### config.mk
export PLATFORM = sky130hd
export DESIGN_NAME = rsthub
export DESIGN_NICKNAME = d
export VERILOG_FILES = /design/src/rtl/rsthub_pkg.sv /design/src/rtl/rsthub_regif.sv /design/src/rtl/rsthub_line.sv /design/src/rtl/rsthub.sv
export SDC_FILE = /design/constraint.sdc
export NUM_CORES = 1
export LEC_CHECK = 0
export BUFFER_PORTS_ARGS = -buffer_cell sky130_fd_sc_hd__clkbuf_2
export CAP_MARGIN = 10
export CORE_AREA = 2 2 231 233
export CTS_CLUSTER_DIAMETER = 100
export CTS_CLUSTER_SIZE = 25
export DETAILED_ROUTE_END_ITERATION = 8
export DIE_AREA = 0 0 233 235
export GPL_TIMING_DRIVEN = 0
export PLACE_DENSITY = 0.6
export SLEW_MARGIN = 5
export SYNTH_ARGS = -nofsm -noshare
export SYNTH_HDL_FRONTEND = slang
export SYNTH_SLANG_ARGS = --single-unit
### constraint.sdc
create_clock -name clk -period 4.8 [get_ports clk]
set_input_delay 0.24 -clock clk [delete_from_list [all_inputs] [get_ports clk]]
set_output_delay 0.24 -clock clk [all_outputs]
set_load 0.01 [all_outputs]
### src/rtl/rsthub_pkg.sv
package rsthub_pkg;
  localparam int ADDR_W    = 12;
  localparam int WORD_W    = 32;
  localparam int CTRL_BASE = 'h100;
  localparam int STAT_BASE = 'h150;
endpackage

### src/rtl/rsthub_regif.sv
module rsthub_regif
  import rsthub_pkg::*;
#(
  parameter int NUM_LINES = 64,
  localparam int NUM_WORDS = (NUM_LINES + WORD_W - 1) / WORD_W
) (
  input  logic                   clk,
  input  logic                   rst_n,
  input  logic                   reg_sel,
  input  logic                   reg_we,
  input  logic [ADDR_W-1:0]      reg_addr,
  input  logic [NUM_LINES-1:0]   line_state,
  output logic [NUM_WORDS-1:0]   word_we,
  output logic [WORD_W-1:0]      reg_rdata
);
  logic [NUM_WORDS*WORD_W-1:0] state_pad;
  logic                        hit;

  always_comb begin
    state_pad = '0;
    state_pad[NUM_LINES-1:0] = line_state;
  end

  always_comb begin
    word_we   = '0;
    reg_rdata = '0;
    hit       = 1'b0;
    for (int w = 0; w < NUM_WORDS; w++) begin
      if (reg_addr == ADDR_W'(CTRL_BASE + 4 * w)) begin
        hit = 1'b1;
        word_we[w] = reg_sel & reg_we;
        if (reg_sel && !reg_we) reg_rdata = state_pad[w*WORD_W +: WORD_W];
      end
      if (reg_addr == ADDR_W'(STAT_BASE + 4 * w)) begin
        hit = 1'b1;
        if (reg_sel && !reg_we) reg_rdata = ~state_pad[w*WORD_W +: WORD_W];
      end
    end
  end

  AST_ONE_WORD_WRITE: assert property (@(posedge clk) disable iff (!rst_n)
    $onehot0(word_we)) else $error("AST_ONE_WORD_WRITE");
  AST_UNMAPPED_READ_ZERO: assert property (@(posedge clk) disable iff (!rst_n)
    (reg_sel && !reg_we && !hit) |-> (reg_rdata == '0)) else $error("AST_UNMAPPED_READ_ZERO");
  AST_UNMAPPED_NO_WRITE: assert property (@(posedge clk) disable iff (!rst_n)
    !hit |-> (word_we == '0)) else $error("AST_UNMAPPED_NO_WRITE");
endmodule

### src/rtl/rsthub_line.sv
module rsthub_line #(
  parameter int PULSE_CYCLES = 16,
  parameter bit HELD         = 1'b0,
  localparam int CNT_W = $clog2(PULSE_CYCLES + 1)
) (
  input  logic clk,
  input  logic rst_n,
  input  logic wr_en,
  input  logic wr_bit,
  output logic active
);
  logic             act_q, act_nxt;
  logic [CNT_W-1:0] cnt_q, cnt_nxt;
  logic             upd_en;

  assign upd_en = wr_en | act_q;

  always_comb begin
    act_nxt = act_q;
    cnt_nxt = cnt_q;
    if (HELD) begin
      if (wr_en) act_nxt = wr_bit;
    end else if (wr_en && wr_bit) begin
      act_nxt = 1'b1;
      cnt_nxt = CNT_W'(PULSE_CYCLES - 1);
    end else if (act_q) begin
      if (cnt_q == '0) act_nxt = 1'b0;
      else             cnt_nxt = cnt_q - 1'b1;
    end
  end

  always_ff @(posedge clk or negedge rst_n) begin
    if (!rst_n) begin
      act_q <= HELD;
      cnt_q <= '0;
    end else if (upd_en) begin
      act_q <= act_nxt;
      cnt_q <= cnt_nxt;
    end
  end

  assign active = act_q;

  AST_SET_ON_WRITE: assert property (@(posedge clk) disable iff (!rst_n)
    (wr_en && wr_bit) |=> act_q) else $error("AST_SET_ON_WRITE");
  AST_ZERO_NO_START: assert property (@(posedge clk) disable iff (!rst_n)
    (!HELD && !act_q && !(wr_en && wr_bit)) |=> !act_q) else $error("AST_ZERO_NO_START");
  AST_HELD_KEEPS: assert property (@(posedge clk) disable iff (!rst_n)
    (HELD && !wr_en) |=> $stable(act_q)) else $error("AST_HELD_KEEPS");
  AST_HELD_RELEASE: assert property (@(posedge clk) disable iff (!rst_n)
    (HELD && wr_en && !wr_bit) |=> !act_q) else $error("AST_HELD_RELEASE");
endmodule

### src/rtl/rsthub.sv
module rsthub
  import rsthub_pkg::*;
#(
  parameter int                   NUM_LINES    = 64,
  parameter int                   PULSE_CYCLES = 16,
  parameter int                   CORE_LINE    = 0,
  parameter logic [NUM_LINES-1:0] HELD_MASK    = 64'h0100_0000_0000_1000,
  localparam int NUM_WORDS = (NUM_LINES + WORD_W - 1) / WORD_W
) (
  input  logic                 clk,
  input  logic                 rst_n,
  input  logic                 reg_sel,
  input  logic                 reg_we,
  input  logic [ADDR_W-1:0]    reg_addr,
  input  logic [WORD_W-1:0]    reg_wdata,
  output logic [WORD_W-1:0]    reg_rdata,
  output logic [NUM_LINES-1:0] rst_out,
  output logic                 sys_restart_req
);
  logic [NUM_WORDS-1:0] word_we;
  logic [NUM_LINES-1:0] line_q;

  rsthub_regif #(.NUM_LINES(NUM_LINES)) regif_i (
    .clk        (clk),
    .rst_n      (rst_n),
    .reg_sel    (reg_sel),
    .reg_we     (reg_we),
    .reg_addr   (reg_addr),
    .line_state (line_q),
    .word_we    (word_we),
    .reg_rdata  (reg_rdata)
  );

  for (genvar i = 0; i < NUM_LINES; i++) begin : g_line
    localparam int WI = i / WORD_W;
    localparam int BI = i % WORD_W;
    rsthub_line #(
      .PULSE_CYCLES (PULSE_CYCLES),
      .HELD         (HELD_MASK[i])
    ) line_i (
      .clk    (clk),
      .rst_n  (rst_n),
      .wr_en  (word_we[WI]),
      .wr_bit (reg_wdata[BI]),
      .active (line_q[i])
    );
  end

  assign rst_out         = line_q;
  assign sys_restart_req = line_q[CORE_LINE];

  AST_CORE_RESTART: assert property (@(posedge clk) disable iff (!rst_n)
    (reg_sel && reg_we && reg_addr == ADDR_W'(CTRL_BASE + 4 * (CORE_LINE / WORD_W))
     && reg_wdata[CORE_LINE % WORD_W]) |=> sys_restart_req) else $error("AST_CORE_RESTART");
  AST_STATUS_INVERTED: assert property (@(posedge clk) disable iff (!rst_n)
    (reg_sel && !reg_we && reg_addr == ADDR_W'(STAT_BASE)) |-> (reg_rdata == ~rst_out[WORD_W-1:0]))
    else $error("AST_STATUS_INVERTED");
endmodule

**Word level (Yosys, flattened, before mapping)**

Index checks and enable logic that the tools add are counted.

- Register bits: 374
- Latch bits: 0
- Bits in writable memories: 0
- Bits in read-only memories: 0
- Input bits: 48
- Output and inout bits: 97
- Logic and storage cells: 955
- Memories: 0

- $add $sub $neg: 62
- Multiply operators: 0
- Divide/modulo/power cells: 0
- Order comparisons: 0
- Equal/unequal tests: 66
- Shifts and indexed selects: 0
- Mux-type cells: 382
- Bitwise operators: 67
- Reduce and logical (&&, ||, !) cells: 252

Operator list:

| cell | number |
|---|---|
| $mux W5 | 186 |
| $logic_not A5 Y1 | 62 |
| $sub A5 B1 Y5 const B | 62 |
| $mux W32 | 8 |
| $mux W1 | 188 |
| $reduce_and A3 Y1 | 62 |
| $ne A2 B1 Y1 const B | 62 |
| $reduce_bool A2 Y1 | 62 |
| $not A32 Y32 | 2 |
| $or A1 B1 Y1 | 64 |
| $logic_and A1 B1 Y1 | 63 |
| $eq A12 B9 Y1 const B | 4 |
| $reduce_and A2 Y1 | 2 |
| $and A1 B1 Y1 | 1 |
| $logic_not A1 Y1 | 1 |

**Logic depth before layout (Yosys ltp)**

Gate-level depths: netlist of run 1.

- Depth in word-level cells: 10
- Mapped depth: 6
- Depth with buffers taken out: 6

**Modules after synthesis**

A second synthesis of run 1 with hierarchy kept.

- Cell total of the unflattened synthesis: 1800
- Area total of the unflattened synthesis: 19135.9 um^2

By module, submodules not included:

| module | instances | cells an instance | area each (um^2) | seq. area each (um^2) |
|---|---|---|---|---|
| rsthub_line (g_line[0].line_i ...) | 62 | 27 | 291.5 | 150.1 |
| rsthub_regif | 1 | 121 | 970.9 | 0.0 |
| rsthub_line (g_line[12].line_i ...) | 2 | 2 | 41.3 | 26.3 |
| rsthub | 1 | 1 | 7.5 | 0.0 |

**Least setup slack after synthesis of run 1**

No wires, ideal clock.

- Path type: input -> output
- Start point: input reg_addr[11]
- End point: output reg_rdata[10]
- Arrival time: 1625 ps
- Slack: 2935 ps
- Stages on the path: 5
- Path buffers: 2
- Cells stage by stage: or4_4 -> or3_1 -> buf_6 -> buf_6 -> a211oi_2

- Word-level cells in the longest chain between the ends: 8

Ends and longest elaborated chain:

| item | line | RTL |
|---|---|---|
| from (decl) | rsthub.sv:14 | `input logic [ADDR_W-1:0] reg_addr,` |
| $eq A12 B9 Y1 | rsthub_regif.sv:29 | `if (reg_addr == ADDR_W'(CTRL_BASE + 4 * w)) begin` |
| $mux W32 | rsthub_regif.sv:29 |  |
| $mux W32 | rsthub_regif.sv:36 | `if (reg_sel && !reg_we) reg_rdata = ~state_pad[w*WORD_W +: WORD_W];` |
| $mux W32 | rsthub_regif.sv:34 | `if (reg_addr == ADDR_W'(STAT_BASE + 4 * w)) begin` |
| $mux W32 | rsthub_regif.sv:32 | `if (reg_sel && !reg_we) reg_rdata = state_pad[w*WORD_W +: WORD_W];` |
| $mux W32 | rsthub_regif.sv:29 |  |
| $mux W32 | rsthub_regif.sv:36 |  |
| $mux W32 (*) | rsthub_regif.sv:34 |  |
| to (decl) | rsthub.sv:16 | `output logic [WORD_W-1:0] reg_rdata,` |

Mark *: on every way between the ends. The rest lies on a longest branch, timed or not.

**Final worst setup path of run 1**

- Start point: input reg_addr[4]
- End point: output reg_rdata[20]

The elaborated chain is that of the path after synthesis.

==> impl_metrics.csv, run 1 <==
group,metric,value,unit
floorplanning,die_width,233,µm
worst_setup_path,crit_fanout,10,
global_routing,grt_usage,18.3,%
synthesis,yosys_warnings,0,
global_routing,antenna_found_initial,3,
final_layout,nNetsFinal,2505,
routing,vias,16100,
synthesis,synth_enable_flop_cells,0,
routing,wl,50.3,mm
timing,finalHoldWorstSlack,0.135,ns
worst_setup_path,crit_arrival,2.71,ns
timing,setup_viol,0,
synthesis,syn_inst,2130,
placed_design,numPortBuffers,144,
routing,drc_errors,0,
synthesis,syn_area,20600,µm²
cts,cts_made_buffers,20,
cts,cts.clk_slew.worst_paths,0.11,ns
timing,rsz0062_at_grt,"no",
global_routing,grt_pass1_wl,81.0,mm
cts,cts_sinks,374,
floorplanning,die_y,235,µm
worst_setup_path,cp-end-kind,"primary output",
global_routing,grt_pass1_vias,15500,
synthesis,ys_ff_latch,374,
routing,first_pass_iters,6,
final_layout,fin_util,44.7,%
synthesis,synth-main-ff-cell,"dfrtp_1",
cts,cts.path.max_buffers,3,
timing,min_period,2.95,ns
routing,via_per_inst,5.29,
floorplanning,core,52200,µm²
cts,cts_tree,"yes",
final_layout,drive_gt1_share,15.9,%
final_layout,area_delta_synth_final,13.0,%
timing,worstMarginPinSlew,0.988,ns
flow_run,maxCapViolations,0,
floorplanning,dieArea,54800,µm²
routing,wl_per_cell,16.6,µm
global_routing,globalRouteOverflowTotal,0,
timing,slew_headroom,34.0,%
synthesis,ys_seq_area_share,45.4,%
final_layout,design_area,23300,µm²
timing,layout_setup_ws,1.85,ns
power,pwr-share-clk,14.6,%
placed_design,place_hpwl,36.0,mm
placed_design,placed_area,22300,µm²
placed_design,place.gp.congestion,0.860,
synthesis,synth_nets,2302,
placed_design,place_ws,1.91,ns
power,power,13.7,mW
power,ir_worst_vdd,300,µV
worst_setup_path,worstPathRequired,4.56,ns
power,power_switching,5.50,mW
global_routing,grt_max_degree,103,
timing,slew_viol_final,0,
final_layout,regArea,9360,µm²
cts,htree_levels,1,
worst_setup_path,cp-start-kind,"input port",
power,power_leakage,11.2,nW
worst_setup_path,worstSetupPathType,"in2out",
worst_hold_path,hold_class,"in2async",
timing,timing.final.crit_share,61.4,%
power,power_density,588,nW/µm²
timing,finalClockSkew,0.0202,ns
routing,first_iter_violations,991,
final_layout,multi_input_area,9840,µm²
power,p_comb_share,40.2,%
run_status,outcome,"finished, final reports clean",
final_layout,nFillCells,4967,
floorplanning,start_util,39.5,%
cts,root_buffer,"clkbuf_16",
cts,clkLatencyLatePin,0.55,ns
floorplanning,ios,145,
cts,cts_setup_buffers,0,
synthesis,synthDistinctLibCells,51,
timing,finalHoldViolations,0,
timing,fmax,0.339,GHz
routing,antenna_left,0,
power,swShare,40.1,%
floorplanning,fp-row-count,84,
synthesis,synthArstFlopShare,100,%
power,p_seq_share,45.2,%
power,p_int,8.22,mW
synthesis,avgSynthCellArea,9.69,µm²
per-stage QoR:
step	instances	TNS, ns
finish	3037	0
global route	3036	0
CTS	3035	0
detailed placement	2966	0
global placement	2962	-1972.60
floorplan	2130	0
synthesized netlist by cell type (all sizes together), types with 3 or more instances:
library cell	n	area, µm²
dfrtp	372	9310
a2bb2oi	19	166
o41ai	13	114
o21ai	39	195
a22oi	25	188
a211oi	38	435
nor3	68	340
nor4b	34	304
xor2	21	184
xnor2	65	569
nand3	76	380
nor4	3	18.8
clkbuf	18	67.6
o211ai	107	803
nor3b	4	30.0
or4	26	199
mux2i	34	340
o31ai	20	150
o311ai	5	43.8
or3b	6	52.6
buf	86	713
nor2	84	315
a21o	32	240
a21oi	63	315
or4bb	6	67.6
a221oi	32	280
nand2	422	1680
nand2b	32	200
inv	176	661
or4b	30	300
nor2b	12	75.1
nand3b	25	188
ha	124	1550
state kept, by name, indices dropped and copies added, names as in the netlist:
| signal | cells |
|---|---|
| g_line.line_i.active | 64 |
| g_line.line_i.cnt_q | 310 |
power groups by stage:
| stage | sequential (mW) | combinational (mW) | clock (mW) |
|---|---|---|---|
| after floorplan | 5.78 | 4.38 | 0 |
| after global placement | 6.18 | 5.24 | 0 |
| after detailed placement | 6.22 | 5.52 | 0 |
| after CTS | 6.18 | 5.58 | 2.09 |
| after global routing | 6.45 | 6.38 | 2.21 |
| final | 6.20 | 5.52 | 2.00 |
worst max-delay path, cell delays in order:
cell	delay [ns]
clkbuf_2	0.11
nor2_1	0.51
and3b_1	0.24
clkbuf_1	0.32
clkbuf_1	0.55
a221oi_1	0.21
a211oi_2	0.33
clkbuf_2	0.19
metal layers:
layer	up-vias	GRT usage (%)	part of all wire, %	wire length [µm]
met2	284	30.3	47	23600
met3	67	3.14	5.0	2510
met4	4	4.11	2.1	1050
li1	7812	-	-	-
met5	-	0	0.048	24
met1	7912	24.9	46	23100
cells in the final DEF, fill, tap and decap left out, types with 25 or more instances in the layout:
cell	n
or4b_2	30
inv_1	176
nand3_1	76
a221oi_1	32
dlygate4sd3_1	33
nor2_1	84
buf_4	66
nor4b_1	33
o211ai_1	107
o21ai_0	38
nand2_1	383
dfrtp_1	372
or4_1	25
ha_1	124
clkbuf_1	27
nand2_2	39
nand3b_1	25
nor3_1	68
a211oi_2	30
a22oi_1	25
clkbuf_2	143
nand2b_1	32
xnor2_1	65
a21oi_1	63
mux2i_1	34
a21o_1	32
area by class of cell:
class                   count  share of cell area, %
flip-flops and latches    374                   40.1
multi-input cells        1476                   42.2
diodes                      2                 0.0215
well taps                 688                   3.69
clock buffers              30                   2.40
repair buffers            181                   5.02
clock inverters             6                  0.386
inverters                 176                   2.83
plain buffers             104                   3.35
kinds of logic (layout without fill, tap and decap cells):
| family | Yosys count | count (layout) | synth area share [%] |
|---|---|---|---|
| compound gates | 393 | 393 | 14.2 |
| xor+xnor | 86 | 86 | 3.65 |
| fa+ha+maj | 124 | 124 | 7.52 |
| buf+inv | 280 | 497 | 6.98 |
| flops | 374 | 374 | 45.4 |
| mux | 36 | 36 | 1.76 |
| other cells | 0 | 2 | 0 |
| simple gates | 837 | 837 | 20.5 |
final timing paths:
path                            depth (start not counted)  slack (ns)                          to                        from
worst max-delay path                                    8        1.85               reg_rdata[20]                 reg_addr[4]
max in group asynchronous                               4        3.37  g_line[25].line_i.cnt_q[3]                       rst_n
worst min-delay path                                    2        0.14  g_line[14].line_i.cnt_q[2]                       rst_n
worst max register to register                          6        2.80  g_line[62].line_i.cnt_q[2]  g_line[62].line_i.cnt_q[0]
worst min register to register                          2        0.54  g_line[40].line_i.cnt_q[1]  g_line[40].line_i.cnt_q[1]
min in group clk                                        3        0.42  g_line[44].line_i.cnt_q[4]               reg_wdata[12]
timing repair:
action / CTS / global route
endpoints found under the hold margin: 171 / 0
hold buffers: 33 / 0
resized for setup: 0 / 0
setup endpoints to repair: 0 / 0
Power figures use the tool's default switching activity.
==> inputs of run 2 (changes only) <==
--- a/config.mk
+++ b/config.mk
@@ -13,7 +13,7 @@
 export DETAILED_ROUTE_END_ITERATION = 8
 export DIE_AREA = 0 0 233 235
 export GPL_TIMING_DRIVEN = 0
-export PLACE_DENSITY = 0.6
+export PLACE_DENSITY = 0.62
 export SLEW_MARGIN = 5
 export SYNTH_ARGS = -nofsm -noshare
 export SYNTH_HDL_FRONTEND = slang
==> constraint.sdc (replaced) <==
create_clock -name clk -period 2.5 [get_ports clk]
set_input_delay 0.125 -clock clk [delete_from_list [all_inputs] [get_ports clk]]
set_output_delay 0.125 -clock clk [all_outputs]
set_load 0.01 [all_outputs]
==> impl_metrics.csv, run 2 (synthesis results as in run 1) <==
group,metric,value,unit
floorplanning,die_width,233,µm
timing,rsz0062_at_grt,"no",
placed_design,dp.cells,2966,
power,power_leakage,11.1,nW
final_layout,largest_reg_flops,310,
final_layout,nFillCells,4923,
final_layout,final_common_cell,"nand2_1",
cts,htree_levels,1,
timing,finalClockSkew,0.0187,ns
cts,cts_made_buffers,19,
worst_setup_path,worstSetupPathType,"in2out",
floorplanning,start_util,39.5,%
worst_setup_path,cp-start-kind,"input port",
final_layout,final_cell_mix,"nand2_1, dfrtp_1, inv_1",
global_routing,globalRouteOverflowTotal,0,
final_layout,nNetsFinal,2504,
worst_setup_path,cp-end-kind,"primary output",
worst_hold_path,hold_class,"in2async",
final_layout,fin_cells,3033,
floorplanning,die_y,235,µm
routing,drc_errors,0,
worst_setup_path,reg2reg_depth,6,
cts,clkLatencyLatePin,0.54,ns
timing,slew_viol_final,0,
cts,cts_setup_buffers,0,
final_layout,design_area,23300,µm²
run_status,outcome,"finished, final reports clean",
timing,layout_setup_ws,0.0943,ns
worst_setup_path,crit_fanout,10,
timing,timing.final.crit_share,96.2,%
worst_setup_path,crit_arrival,2.28,ns
final_layout,area_delta_synth_final,12.7,%
global_routing,grt_usage,18.0,%
global_routing,grt_max_degree,89,
timing,fin_tns_setup,0,ns
global_routing,antenna_found_initial,4,
cts,cts.clk_slew.worst_paths,0.10,ns
worst_setup_path,cp-startpoint,"reg_addr[4]",
floorplanning,dieArea,54800,µm²
timing,setup_viol,0,
placed_design,place.gp.congestion,0.855,
cts,cts.path.max_buffers,3,
routing,via_per_inst,5.32,
worst_setup_path,r2r-start,"g_line[62].line_i.cnt_q[0]",
flow_run,maxCapViolations,0,
power,power_density,1120,nW/µm²
timing,worstMarginPinSlew,0.882,ns
final_layout,drive_gt1_share,15.9,%
power,ir_worst_vdd,496,µV
worst_setup_path,cp-endpoint,"reg_rdata[23]",
routing,wl,49.3,mm
floorplanning,fp-row-count,84,
timing,fmax,0.416,GHz
global_routing,grt_pass1_wl,79.9,mm
placed_design,place_hpwl,35.5,mm
routing,wl_per_cell,16.3,µm
cts,cts_sinks,374,
timing,slew_headroom,40.4,%
floorplanning,core,52200,µm²
placed_design,place_ws,-0.258,ns
worst_setup_path,ff2ff_setup_slack,0.52,ns
cts,cts_tree,"yes",
cts,root_buffer,"clkbuf_16",
global_routing,grt_pass1_vias,15500,
routing,first_iter_violations,1150,
final_layout,largest_register,"g_line.line_i.cnt_q",
floorplanning,ios,145,
worst_setup_path,r2r_end,"g_line[62].line_i.cnt_q[2]",
timing,min_period,2.41,ns
routing,first_pass_iters,8,
placed_design,numPortBuffers,144,
routing,vias,16100,
worst_setup_path,worstPathRequired,2.38,ns
placed_design,placed_area,22300,µm²
timing,finalHoldViolations,0,
routing,antenna_left,0,
-- run 2: area by class of cell --
cell class / count / area [µm²] / area share (%)
Clock inverter: 2 / 32.5 / 0.140
Buffer: 104 / 785 / 3.37
Sequential cell: 374 / 9360 / 40.3
Timing Repair Buffer: 181 / 1170 / 5.03
Inverter: 176 / 661 / 2.84
Clock buffer: 31 / 541 / 2.32
Antenna cell: 1 / 2.50 / 0.0108
Multi-Input combinational cell: 1476 / 9840 / 42.3
Tap cell: 688 / 861 / 3.70
-- run 2: worst min-delay path by stage --
stage	slack, ns	from	endpoint	cells after the start
floorplan	-0.17	rst_n	g_line[0].line_i.active	0
global placement	0.34	reg_wdata[12]	g_line[44].line_i.cnt_q[4]	2
detailed placement	0.16	rst_n	g_line[46].line_i.cnt_q[0]	1
CTS	0.14	rst_n	g_line[46].line_i.cnt_q[0]	2
global route	0.17	rst_n	g_line[46].line_i.active	2
finish	0.13	rst_n	g_line[46].line_i.cnt_q[0]	2
-- run 2: what timing repair did --
item / CTS / global route
endpoints found under the setup margin: 30 / 0
resized for setup: 5 / 0
hold buffers: 33 / 0
hold endpoints to repair: 429 / 0
-- run 2: per-stage QoR --
step           utilization [%]  hold WS [ns]  power (mW)
5_1_grt                   44.5         0.166        28.5
3_3_place_gp              42.5         0.339        21.9
4_1_cts                   44.5         0.145        26.2
3_5_place_dp              42.8         0.160        22.5
2_1_floorplan                -        -0.171        19.5
6_report                  44.5         0.126        26.0
-- run 2: critical path, cell delays in order --
cell	delay [ns]
clkbuf_2	0.11
nor2_2	0.37
and3b_1	0.23
clkbuf_1	0.31
clkbuf_2	0.38
a221oi_1	0.16
a211oi_2	0.38
clkbuf_2	0.21
-- run 2: power breakdown --
group | switching [mW] | internal [mW]
Sequential | 2.92 | 8.96
Clock | 2.08 | 1.53
Combinational | 5.46 | 5.09
-- run 2: per-layer routing --
layer | up-vias | global-route usage (%) | part of all wire, %
li1 | 7805 | - | -
met1 | 7930 | 24.8 | 46
met2 | 316 | 29.4 | 46
met3 | 66 | 3.00 | 5.1
met4 | 6 | 4.57 | 2.6
met5 | - | 0 | 0.073
==> inputs of run 3 (changes only) <==
--- a/config.mk
+++ b/config.mk
@@ -7,13 +7,15 @@
 export LEC_CHECK = 0
 export BUFFER_PORTS_ARGS = -buffer_cell sky130_fd_sc_hd__clkbuf_2
 export CAP_MARGIN = 10
-export CORE_AREA = 2 2 231 233
+export CELL_PAD_IN_SITES_DETAIL_PLACEMENT = 0
+export CELL_PAD_IN_SITES_GLOBAL_PLACEMENT = 1
+export CORE_AREA = 2 2 275 196
 export CTS_CLUSTER_DIAMETER = 100
 export CTS_CLUSTER_SIZE = 25
 export DETAILED_ROUTE_END_ITERATION = 8
-export DIE_AREA = 0 0 233 235
+export DIE_AREA = 0 0 277 198
 export GPL_TIMING_DRIVEN = 0
-export PLACE_DENSITY = 0.62
+export PLACE_DENSITY = 0.75
 export SLEW_MARGIN = 5
 export SYNTH_ARGS = -nofsm -noshare
 export SYNTH_HDL_FRONTEND = slang
==> impl_metrics.csv, run 3 (synthesis results as in run 1) <==
group,metric,value,unit
run_status,outcome,"finished, final reports clean",
cts,clkLatencyLatePin,0.55,ns
power,ir_worst_vdd,547,µV
floorplanning,die_y,198,µm
floorplanning,ios,145,
floorplanning,core,52600,µm²
routing,vias,15900,
worst_setup_path,crit_fanout,10,
worst_setup_path,r2r-start,"g_line[62].line_i.cnt_q[0]",
power,power_density,1120,nW/µm²
timing,setup_viol,0,
global_routing,grt_usage,18.1,%
final_layout,multi_input_area,9850,µm²
placed_design,numPortBuffers,144,
global_routing,grt_pass1_wl,80.3,mm
timing,slew_headroom,38.5,%
floorplanning,fp-row-count,71,
final_layout,area_delta_synth_final,12.5,%
routing,drc_errors,0,
routing,first_pass_iters,5,
routing,wl_per_cell,16.4,µm
timing,finalHoldViolations,0,
global_routing,grt_pass1_vias,15300,
final_layout,largest_reg_flops,310,
floorplanning,dieArea,54800,µm²
flow_run,maxCapViolations,0,
worst_setup_path,worstPathRequired,2.38,ns
timing,worstMarginPinSlew,0.910,ns
timing,finalClockSkew,0.0159,ns
worst_setup_path,worstSetupPathType,"in2out",
final_layout,fin_cells,3039,
cts,cts_made_buffers,18,
final_layout,largest_register,"g_line.line_i.cnt_q",
timing,fmax,0.431,GHz
placed_design,dp.cells,2971,
cts,cts_sinks,374,
final_layout,nFillCells,5056,
worst_setup_path,cp-end-kind,"primary output",
cts,cts_setup_buffers,0,
worst_setup_path,r2r_end,"g_line[62].line_i.cnt_q[2]",
timing,min_period,2.32,ns
cts,cts_tree,"yes",
global_routing,antenna_found_initial,7,
placed_design,place.gp.congestion,0.854,
placed_design,placed_area,22300,µm²
global_routing,globalRouteOverflowTotal,0,
worst_setup_path,cp-start-kind,"input port",
worst_hold_path,hold_class,"in2async",
timing,timing.final.crit_share,92.9,%
final_layout,regArea,9360,µm²
power,power_leakage,11.1,nW
routing,via_per_inst,5.23,
cts,root_buffer,"clkbuf_16",
final_layout,nNetsFinal,2503,
final_layout,final_common_cell,"nand2_1",
worst_setup_path,reg2reg_depth,6,
global_routing,grt_max_degree,96,
timing,rsz0062_at_grt,"no",
cts,cts.clk_slew.worst_paths,0.10,ns
routing,first_iter_violations,954,
routing,antenna_left,0,
placed_design,place_hpwl,35.5,mm
final_layout,drive_gt1_share,15.8,%
routing,wl,49.8,mm
floorplanning,start_util,39.2,%
timing,fin_tns_setup,0,ns
final_layout,design_area,23200,µm²
worst_setup_path,crit_arrival,2.20,ns
cts,htree_levels,1,
worst_setup_path,ff2ff_setup_slack,0.50,ns
timing,finalHoldWorstSlack,0.0317,ns
floorplanning,die_width,277,µm
cts,cts.path.max_buffers,3,
final_layout,final_cell_mix,"nand2_1, dfrtp_1, inv_1",
timing,slew_viol_final,0,
run 3: where the power goes:
group / internal [mW] / leakage (nW) / total [mW] / switching, mW
Combinational: 5.09 / 6.22 / 10.5 / 5.44
Sequential: 8.96 / 4.65 / 11.9 / 2.97
Clock: 1.45 / 0.250 / 3.45 / 2.00
run 3: area by class of cell:
type	count	area share, %
diodes	3	0.0323
plain buffers	104	3.38
clock buffers	32	2.26
inverters	176	2.84
multi-input cells	1476	42.4
flip-flops and latches	374	40.3
well taps	693	3.73
repair buffers	181	5.04
run 3: worst max-delay path by stage:
stage	endpoint	cells past startpoint	slack (ns)	startpoint
floorplan	g_line[43].line_i.cnt_q[0]	6	0.76	g_line[43].line_i.cnt_q[0]
global placement	g_line[35].line_i.cnt_q[0]	1	-7.34	rst_n
detailed placement	reg_rdata[15]	8	-0.19	reg_addr[4]
CTS	reg_rdata[15]	8	0.07	reg_addr[4]
global route	reg_rdata[15]	8	0.08	reg_addr[4]
finish	reg_rdata[15]	6	0.18	reg_addr[5]
run 3: what timing repair did:
action / 4_1_cts / 5_1_grt
gates resized for setup: 5 / 1
endpoints found under the setup margin: 23 / 4
hold buffers: 33 / 0
hold endpoints to repair: 655 / 0
run 3: worst max-delay path, cell delays in order:
cell	delay [ns]
clkbuf_2	0.11
nor3b_2	0.51
clkbuf_1	0.69
a221oi_1	0.19
a211oi_2	0.37
clkbuf_2	0.20
run 3: stage by stage:
stage	worst slack, ns	power, mW	util [%]
floorplan	0.760	19.5	-
detailed placement	-0.190	22.5	42.5
finish	0.178	25.9	44.2
global placement	-7.34	22.0	42.3
global route	0.0844	28.4	44.2
CTS	0.0652	26.1	44.1
run 3: per-layer routing:
layer | vias up | wire length (µm) | track usage (%)
li1 | 7800 | - | -
met1 | 7726 | 24700 | 26.4
met2 | 289 | 21600 | 28.0
met3 | 75 | 2180 | 2.60
met4 | 6 | 1310 | 5.11
met5 | - | 31 | 0
